### config.mk
export PLATFORM = sky130hd
export DESIGN_NAME = ext_irq_ctrl
export DESIGN_NICKNAME = d
export VERILOG_FILES = /design/src/rtl/eirq_pkg.sv /design/src/rtl/eirq_src_select.sv /design/src/rtl/eirq_pending.sv /design/src/rtl/eirq_req_group.sv /design/src/rtl/ext_irq_ctrl.sv
export SDC_FILE = /design/constraint.sdc
export NUM_CORES = 1
export LEC_CHECK = 0
export ABC_AREA = 1
export BUFFER_PORTS_ARGS = -buffer_cell sky130_fd_sc_hd__buf_2
export CAP_MARGIN = 10
export CORE_MARGIN = 4
export CORE_UTILIZATION = 35
export DETAILED_ROUTE_END_ITERATION = 8
export GPL_ROUTABILITY_DRIVEN = 0
export PLACE_DENSITY = 0.66
export SYNTH_ARGS = -nofsm -noshare
export SYNTH_HDL_FRONTEND = slang
export SYNTH_SLANG_ARGS = --single-unit
### constraint.sdc
create_clock -name clk -period 5 [get_ports clk]
set_clock_uncertainty 0.05 [all_clocks]
set_input_delay 0.25 -clock clk [delete_from_list [all_inputs] [get_ports clk]]
set_output_delay 0.25 -clock clk [all_outputs]
set_load 0.01 [all_outputs]
### src/rtl/eirq_pkg.sv
package eirq_pkg;
    localparam int EIRQ_LINES   = 16;
    localparam int EIRQ_PORTS   = 7;
    localparam int SEL_W        = 4;
    localparam int DATA_W       = EIRQ_LINES;
    localparam int ADDR_W       = 4;
    localparam int SEL_PER_WORD = DATA_W / SEL_W;
    localparam int SEL_WORDS    = EIRQ_LINES / SEL_PER_WORD;
    localparam int DIRECT_N     = 5;
    localparam int MID_LO       = 5;
    localparam int MID_HI       = 9;
    localparam int HI_LO        = 10;
    localparam int HI_HI        = EIRQ_LINES - 1;

    typedef enum logic [ADDR_W-1:0] {
        RA_IMASK = 4'd0,
        RA_EMASK = 4'd1,
        RA_RISE  = 4'd2,
        RA_FALL  = 4'd3,
        RA_SWTRG = 4'd4,
        RA_PEND  = 4'd5,
        RA_SEL0  = 4'd8,
        RA_SEL1  = 4'd9,
        RA_SEL2  = 4'd10,
        RA_SEL3  = 4'd11
    } reg_addr_e;

    typedef struct packed {
        logic [EIRQ_LINES-1:0] imask;
        logic [EIRQ_LINES-1:0] emask;
        logic [EIRQ_LINES-1:0] rise;
        logic [EIRQ_LINES-1:0] fall;
    } line_cfg_t;

    function automatic logic is_sel_addr(input logic [ADDR_W-1:0] a);
        return (a >= RA_SEL0) && (a <= RA_SEL3);
    endfunction

    function automatic logic [EIRQ_LINES-1:0] or_range(input logic [EIRQ_LINES-1:0] v,
                                                        input int lo, input int hi);
        logic r;
        r = 1'b0;
        for (int i = lo; i <= hi; i++) r |= v[i];
        return {{(EIRQ_LINES-1){1'b0}}, r};
    endfunction
endpackage

### src/rtl/eirq_src_select.sv
module eirq_src_select
    import eirq_pkg::*;
#(
    parameter int NUM_PORTS = EIRQ_PORTS,
    parameter int LINES     = EIRQ_LINES
) (
    input  logic                   clk,
    input  logic                   rst,
    input  logic [NUM_PORTS*LINES-1:0] pins_i,
    input  logic [LINES*SEL_W-1:0] sel_i,
    input  logic [LINES-1:0]       rise_en_i,
    input  logic [LINES-1:0]       fall_en_i,
    output logic [LINES-1:0]       hit_o
);
    logic [LINES-1:0] raw;
    logic [LINES-1:0] meta_q, sync_q, prev_q;

    for (genvar n = 0; n < LINES; n++) begin : g_mux
        logic [SEL_W-1:0] code;
        assign code = sel_i[n*SEL_W +: SEL_W];
        always_comb begin
            raw[n] = 1'b0;
            for (int p = 0; p < NUM_PORTS; p++)
                if (code == SEL_W'(p)) raw[n] = pins_i[p*LINES + n];
        end
    end

    always_ff @(posedge clk) begin
        if (rst) begin
            meta_q <= '0;
            sync_q <= '0;
            prev_q <= '0;
        end else begin
            meta_q <= raw;
            sync_q <= meta_q;
            prev_q <= sync_q;
        end
    end

    assign hit_o = (rise_en_i & sync_q & ~prev_q) | (fall_en_i & ~sync_q & prev_q);
endmodule

### src/rtl/eirq_pending.sv
module eirq_pending
    import eirq_pkg::*;
#(
    parameter int LINES = EIRQ_LINES
) (
    input  logic             clk,
    input  logic             rst,
    input  logic [LINES-1:0] hw_hit_i,
    input  logic [LINES-1:0] sw_hit_i,
    input  logic [LINES-1:0] clr_i,
    input  logic [LINES-1:0] imask_i,
    input  logic [LINES-1:0] emask_i,
    output logic [LINES-1:0] pend_o,
    output logic [LINES-1:0] evt_o
);
    logic [LINES-1:0] trig, set_v, pend_q, evt_q;

    assign trig  = hw_hit_i | sw_hit_i;
    assign set_v = trig & imask_i;

    always_ff @(posedge clk) begin
        if (rst) begin
            pend_q <= '0;
            evt_q  <= '0;
        end else begin
            pend_q <= set_v | (pend_q & ~clr_i);
            evt_q  <= trig & emask_i;
        end
    end

    assign pend_o = pend_q;
    assign evt_o  = evt_q;

    AST_PEND_NEEDS_MASK: assert property (@(posedge clk) disable iff (rst)
        ((pend_q & ~$past(pend_q) & ~$past(imask_i)) == '0));
    AST_CLEAR_TAKES: assert property (@(posedge clk) disable iff (rst)
        (($past(clr_i) & ~$past(set_v) & pend_q) == '0));
    AST_SET_WINS: assert property (@(posedge clk) disable iff (rst)
        (($past(set_v) & ~pend_q) == '0));
    AST_PEND_STICKY: assert property (@(posedge clk) disable iff (rst)
        (($past(pend_q) & ~$past(clr_i) & ~pend_q) == '0));
    AST_EVT_NEEDS_MASK: assert property (@(posedge clk) disable iff (rst)
        ((evt_q & ~$past(emask_i)) == '0));
endmodule

### src/rtl/eirq_req_group.sv
module eirq_req_group
    import eirq_pkg::*;
(
    input  logic [EIRQ_LINES-1:0] pend_i,
    input  logic [EIRQ_LINES-1:0] imask_i,
    output logic [DIRECT_N-1:0]   irq_line_o,
    output logic                  irq_mid_o,
    output logic                  irq_hi_o
);
    logic [EIRQ_LINES-1:0] req;
    logic [EIRQ_LINES-1:0] mid_v, hi_v;

    assign req = pend_i & imask_i;

    for (genvar k = 0; k < DIRECT_N; k++) begin : g_direct
        assign irq_line_o[k] = req[k];
    end

    assign mid_v     = or_range(req, MID_LO, MID_HI);
    assign hi_v      = or_range(req, HI_LO, HI_HI);
    assign irq_mid_o = mid_v[0];
    assign irq_hi_o  = hi_v[0];

    AST_REQ_NEEDS_PEND: assert final ((irq_line_o & ~pend_i[DIRECT_N-1:0]) == '0);
endmodule

### src/rtl/ext_irq_ctrl.sv
module ext_irq_ctrl
    import eirq_pkg::*;
#(
    parameter int NUM_PORTS = EIRQ_PORTS
) (
    input  logic                          clk,
    input  logic                          rst,
    input  logic [NUM_PORTS*EIRQ_LINES-1:0] pins_i,
    input  logic                          bus_wr_i,
    input  logic [ADDR_W-1:0]             bus_addr_i,
    input  logic [DATA_W-1:0]             bus_wdata_i,
    output logic [DATA_W-1:0]             bus_rdata_o,
    output logic [EIRQ_LINES-1:0]         evt_o,
    output logic [DIRECT_N-1:0]           irq_line_o,
    output logic                          irq_mid_o,
    output logic                          irq_hi_o
);
    line_cfg_t                   cfg_q;
    logic [DATA_W-1:0]           sel_q [SEL_WORDS];
    logic [EIRQ_LINES*SEL_W-1:0] sel_flat;
    logic [EIRQ_LINES-1:0]       hw_hit, sw_hit, clr_v, pend;

    always_ff @(posedge clk) begin
        if (rst) begin
            cfg_q <= '0;
            for (int w = 0; w < SEL_WORDS; w++) sel_q[w] <= '0;
        end else if (bus_wr_i) begin
            case (bus_addr_i)
                RA_IMASK: cfg_q.imask <= bus_wdata_i;
                RA_EMASK: cfg_q.emask <= bus_wdata_i;
                RA_RISE:  cfg_q.rise  <= bus_wdata_i;
                RA_FALL:  cfg_q.fall  <= bus_wdata_i;
                default: begin
                    if (is_sel_addr(bus_addr_i))
                        sel_q[bus_addr_i - RA_SEL0] <= bus_wdata_i;
                end
            endcase
        end
    end

    for (genvar w = 0; w < SEL_WORDS; w++) begin : g_flat
        assign sel_flat[w*DATA_W +: DATA_W] = sel_q[w];
    end

    assign sw_hit = (bus_wr_i && bus_addr_i == RA_SWTRG) ? bus_wdata_i : '0;
    assign clr_v  = (bus_wr_i && bus_addr_i == RA_PEND)  ? bus_wdata_i : '0;

    always_comb begin
        bus_rdata_o = '0;
        case (bus_addr_i)
            RA_IMASK: bus_rdata_o = cfg_q.imask;
            RA_EMASK: bus_rdata_o = cfg_q.emask;
            RA_RISE:  bus_rdata_o = cfg_q.rise;
            RA_FALL:  bus_rdata_o = cfg_q.fall;
            RA_PEND:  bus_rdata_o = pend;
            default: begin
                if (is_sel_addr(bus_addr_i))
                    bus_rdata_o = sel_q[bus_addr_i - RA_SEL0];
            end
        endcase
    end

    eirq_src_select #(.NUM_PORTS(NUM_PORTS), .LINES(EIRQ_LINES)) u_src (
        .clk(clk), .rst(rst), .pins_i(pins_i), .sel_i(sel_flat),
        .rise_en_i(cfg_q.rise), .fall_en_i(cfg_q.fall), .hit_o(hw_hit)
    );

    eirq_pending #(.LINES(EIRQ_LINES)) u_pend (
        .clk(clk), .rst(rst), .hw_hit_i(hw_hit), .sw_hit_i(sw_hit), .clr_i(clr_v),
        .imask_i(cfg_q.imask), .emask_i(cfg_q.emask), .pend_o(pend), .evt_o(evt_o)
    );

    eirq_req_group u_grp (
        .pend_i(pend), .imask_i(cfg_q.imask),
        .irq_line_o(irq_line_o), .irq_mid_o(irq_mid_o), .irq_hi_o(irq_hi_o)
    );

    AST_SWTRG_READS_ZERO: assert property (@(posedge clk) disable iff (rst)
        (bus_addr_i == RA_SWTRG) |-> (bus_rdata_o == '0));
    AST_RESET_QUIET: assert property (@(posedge clk)
        $past(rst) |-> (pend == '0 && evt_o == '0));
endmodule

# Word-level counts from Yosys, hierarchy flattened
# Memory sizes are Yosys's and may differ from the RTL's.
# Cells that the tools add are included.
# op_classes
multipliers	0
addsub	1
n_div	0
n_reduce_logical	26
order_cmp	2
n_eq_ne	101
bitwise	23
n_shift	0
n_mux	126
# op_table
op	n
4-bit by 3-bit equality test with 1-bit output, second input constant	50
4-bit by 2-bit equality test with 1-bit output, second input constant	34
16-bit bitwise AND	8
1-bit 2-to-1 mux	120
16-bit one-hot mux with 5 select lines	1
4-bit by 1-bit equality test with 1-bit output, second input constant	17
4-bit zero test	17
16-bit 2-to-1 mux	4
16-bit NOT	3
16-bit OR	3
16-bit OR reduction	1
1-bit OR	9
2-bit AND reduction	4
4-bit greater-or-equal comparator, second input constant	1
4-bit less-or-equal comparator, second input constant	1
4-bit OR reduction	1
1-bit logical AND	3
2-bit 2-to-1 mux	1
2-bit by 1-bit subtractor with 2-bit output, second input constant	1
# totals
ram_bits	64
n_memories	1
wordCells	289
latch_bits	0
out_inout_bits	39
inputBits	135
romBits	0
reg_bits	144
# memory_table
memory	words	word_bits	read_ports	rd_clocked_by_memory_dff	wr	line	text
sel_q	4	16	5	0	4	ext_irq_ctrl.sv:19	logic [DATA_W-1:0] sel_q [SEL_WORDS];

# Longest topological paths before layout
# logic_depth
word_depth	9
depth_mapped	9

# Modules after synthesis
# A second synthesis with hierarchy kept.
# unflattened
cells_unflattened	1604
area_unflattened_um2	10618.9
# modules_own_cells
mod	area_each_um2	instances	cells_per_inst
ext_irq_ctrl	6299.8	1	859
eirq_src_select	3100.5	1	581
eirq_pending	1094.8	1	131
eirq_req_group	123.9	1	33

# Worst setup path before layout
# No wires, ideal clock.
# synth_timing
path_type	input port to flip-flop
from	input bus_addr_i[3]
to	memory sel_q[3][0] (netlist bit) (enable)
path_slack_ns	2.838
setup_ns	0.411
arrival_time_ns	1.701
path_stages	4
n_path_buf	0
path_cell_list	inv_2 nor2_4 nand2_1 o21ai_0
# synth_lines
element	line	text
start: declaration	ext_irq_ctrl.sv:10	input logic [ADDR_W-1:0] bus_addr_i,
end: declaration	ext_irq_ctrl.sv:19	

# Final worst setup path
# layout_timing
from	input bus_addr_i[1]
to	output bus_rdata_o[4]
# layout_between
elab_chain_len	4
word_cells_on_any_way	12
classes_between	add/sub (1); order compare (2); eq/ne (4); mux (2); reduce/logical (2); memory (1)
# layout_lines
element	line	text
2-bit by 1-bit subtractor with 2-bit output (tied with other cells)	ext_irq_ctrl.sv:58	bus_rdata_o = sel_q[bus_addr_i - RA_SEL0];
memory read 4 x 16 bit or 1-bit logical AND (tied branches)	-	
16-bit 2-to-1 mux	ext_irq_ctrl.sv:57	if (is_sel_addr(bus_addr_i))
16-bit one-hot mux with 5 select lines *	ext_irq_ctrl.sv:50	case (bus_addr_i)
end: declaration	ext_irq_ctrl.sv:12	output logic [DATA_W-1:0] bus_rdata_o,
# Every way passes the cells marked *; elsewhere a longest branch is shown, timed or not.

==> out/results.ini <==
[power]
power.density_nw_per_um2 = 324
peakVddDrop_v = 0.000214
p_leak_nw = 4.83

[grt]
grtUsageTotal_pct = 19.6
antenna_found_initial = 4
grt.overflow.total = 0
grt_pass1_wl_um = 48200
grt_max_degree = 87
first_global_vias = 8874

[place]
dp_hpwl_um = 22700
place_area_um2 = 10800
numPortBuffers = 173
post-place-ws_ns = 2.04

[setup_path]
critPathArrivalTime_ns = 2.63
cp-end-kind = primary output
reg2reg_depth = 4
r2r_end = u_src.meta_q[5]$_SDFF_PP0_
critPathRequiredTime_ns = 4.70
cp_max_fo = 18
crit_type = in -> out
r2r_setup_slack_ns = 3.74
start_kind = input port
reg2reg_from = sel_q[1][4]$_SDFFCE_PN0P_

[yosys]
ys.flop_type = dfxtp_1
synth_nets = 1446
yosysUniqueCellTypes = 23
synthCells = 1311
yosysWarnings = 0
synth-edff-count = 64
synthArstFlopShare_pct = 0
synth_top_area_share_pct = 29.9
synth_area_per_cell_um2 = 7.35
synthTopCellsByArea = dfxtp_1 30%, edfxtp_1 20%, nor2_1 10%
syn_area_um2 = 9640
seq_area_frac_synth_pct = 49.9
ys_seq_elements = 208
yosysMostFrequentCell = nor2_1
synth_top_area_cell = dfxtp_1
synth_top_cells_by_count = 260 x nor2_1, 240 x nand2_1, 147 x inv_1

[timing]
fmax_ghz = 0.342
tightest_slew_ns = 1.05
holdWs_ns = 0.0135
hold_violations = 0
period_share_pct = 58.5
min_period_ns = 2.93
setup_ws_ns = 2.07
tns_ns = 0
finalSetupViolCount = 0
drv_slew = 0
rsz0062_at_grt = no
slew-limit-headroom_pct = 29.6

[routing]
wl_per_cell_um = 16.7
drtIter0Drc = 994
dr.pass1.iters = 6
vias = 9248
viasPerCell = 5.05
routed_wl_um = 30600
drtAntennaViolNets = 0
drcViolationCount = 0

[min_path]
holdCritPathClass = in -> reg
worstHoldEndpoint = u_src.meta_q[10]$_SDFF_PP0_
holdPathStages = 4
hold_start = pins_i[26]

[run_status]
status = finished clean

[clock_tree]
htree_num_levels = 1
cts_setup_buffers = 0
ctsResizeCount = 0
clkLatencyLatePin_ns = 0.51
clock-sinks = 208
tritoncts = built
clk_pin_slew_ns = 0.06
ctsHoldBuffers = 3
cts_buffer_depth = 3
cts-root-buf = clkbuf_16
numCtsBuffers = 23

[final_layout]
n_fill_cell = 2772
fin_nets = 1606
postLayoutCellArea_um2 = 11500
drive_above_1_share_pct = 16.1
seqCellArea_um2 = 4800
area_growth_pct = 19.1
multi_input_area_um2 = 4040
finish.utilization_pct = 42.5

[die]
io-pin-count = 174
rows = 60
fp.dieW_um = 174
core_region_area_um2 = 27000
fp.dieH_um = 174
start_util_pct = 35.7
die-area_um2 = 30300

[flow_run]
maxCapViolCount = 0

-- cell type report --
class	instances	area share (%)
sequential	208	41.8
multi-input combinational	900	35.2
timing repair buffer	185	8.39
clock buffer	32	5.39
inverter	153	5.00
tap	341	3.72
clock inverter	10	0.425
antenna	2	0.0436
-- metal layers --
layer  global-route usage (%)  vias up  wire (um)
met2                     31.8      355      14100
met1                     27.0     4262      13500
met5                        0        -         22
li1                         -     4565          -
met3                     3.00       62       2190
met4                     6.33        4        887
-- state kept, by name (all words and copies together), names as in the netlist --
name           cells
u_pend.pend_o     16
u_src.sync_q      16
u_src.meta_q      16
cfg_q             64
u_pend.evt_o      16
sel_q             64
u_src.prev_q      16
-- worst max-delay path by stage --
stage | slack, ns | cells after the start | from | end
3_3_place_gp | 2.16 | 9 | bus_addr_i[1] | bus_rdata_o[9]
5_1_grt | 1.81 | 9 | bus_addr_i[1] | bus_rdata_o[13]
2_1_floorplan | 2.84 | 4 | bus_addr_i[3] | sel_q[3][0]$_DFFE_PP_
6_report | 2.07 | 9 | bus_addr_i[1] | bus_rdata_o[4]
4_1_cts | 2.05 | 9 | bus_addr_i[1] | bus_rdata_o[11]
3_5_place_dp | 2.04 | 9 | bus_addr_i[1] | bus_rdata_o[11]
-- cells in the final DEF, fill, tap and decap left out, drive strengths merged --
cell / instances
dlygate4sd3: 3
a21o: 16
nor3: 11
clkbuf: 32
nor2: 266
diode: 2
a221oi: 1
nand2: 242
a21oi: 97
o21bai: 16
clkinv: 12
dfxtp: 144
buf: 182
inv: 151
edfxtp: 64
o21ai: 129
or2: 16
nand3: 74
nand4: 32
-- logic make-up (layout without fill, tap and decap cells) --
| family | count (synthesis) | count (layout) | share of synthesized area, % |
|---|---|---|---|
| compound gates | 259 | 259 | 14.3 |
| buf+inv | 203 | 380 | 8.26 |
| flops | 208 | 208 | 49.9 |
| other cells | 0 | 2 | 0 |
| simple gates | 641 | 641 | 27.6 |
-- worst max-delay path: stages --
cell and delay, ns:
buf_2 0.11, inv_1 0.05, nand2_1 0.40, clkinv_1 0.57
nand2_1 0.71, nor2_1 0.09, nor3_1 0.19, nand3_1 0.10
buf_2 0.15
-- report_power, final --
| part | internal [mW] | leakage, nW | switching, mW |
|---|---|---|---|
| logic | 0.119 | 2.73 | 0.213 |
| clock network | 0.864 | 0.330 | 0.670 |
| registers | 1.80 | 1.78 | 0.0559 |
-- through the flow --
step | std cells | power (mW)
5_1_grt | 1831 | 3.85
3_3_place_gp | 1784 | 2.21
4_1_cts | 1829 | 3.74
3_5_place_dp | 1784 | 2.22
2_1_floorplan | 1311 | 2.06
6_report | 1831 | 3.72
Note: power is estimated with default switching activity, not from simulation.
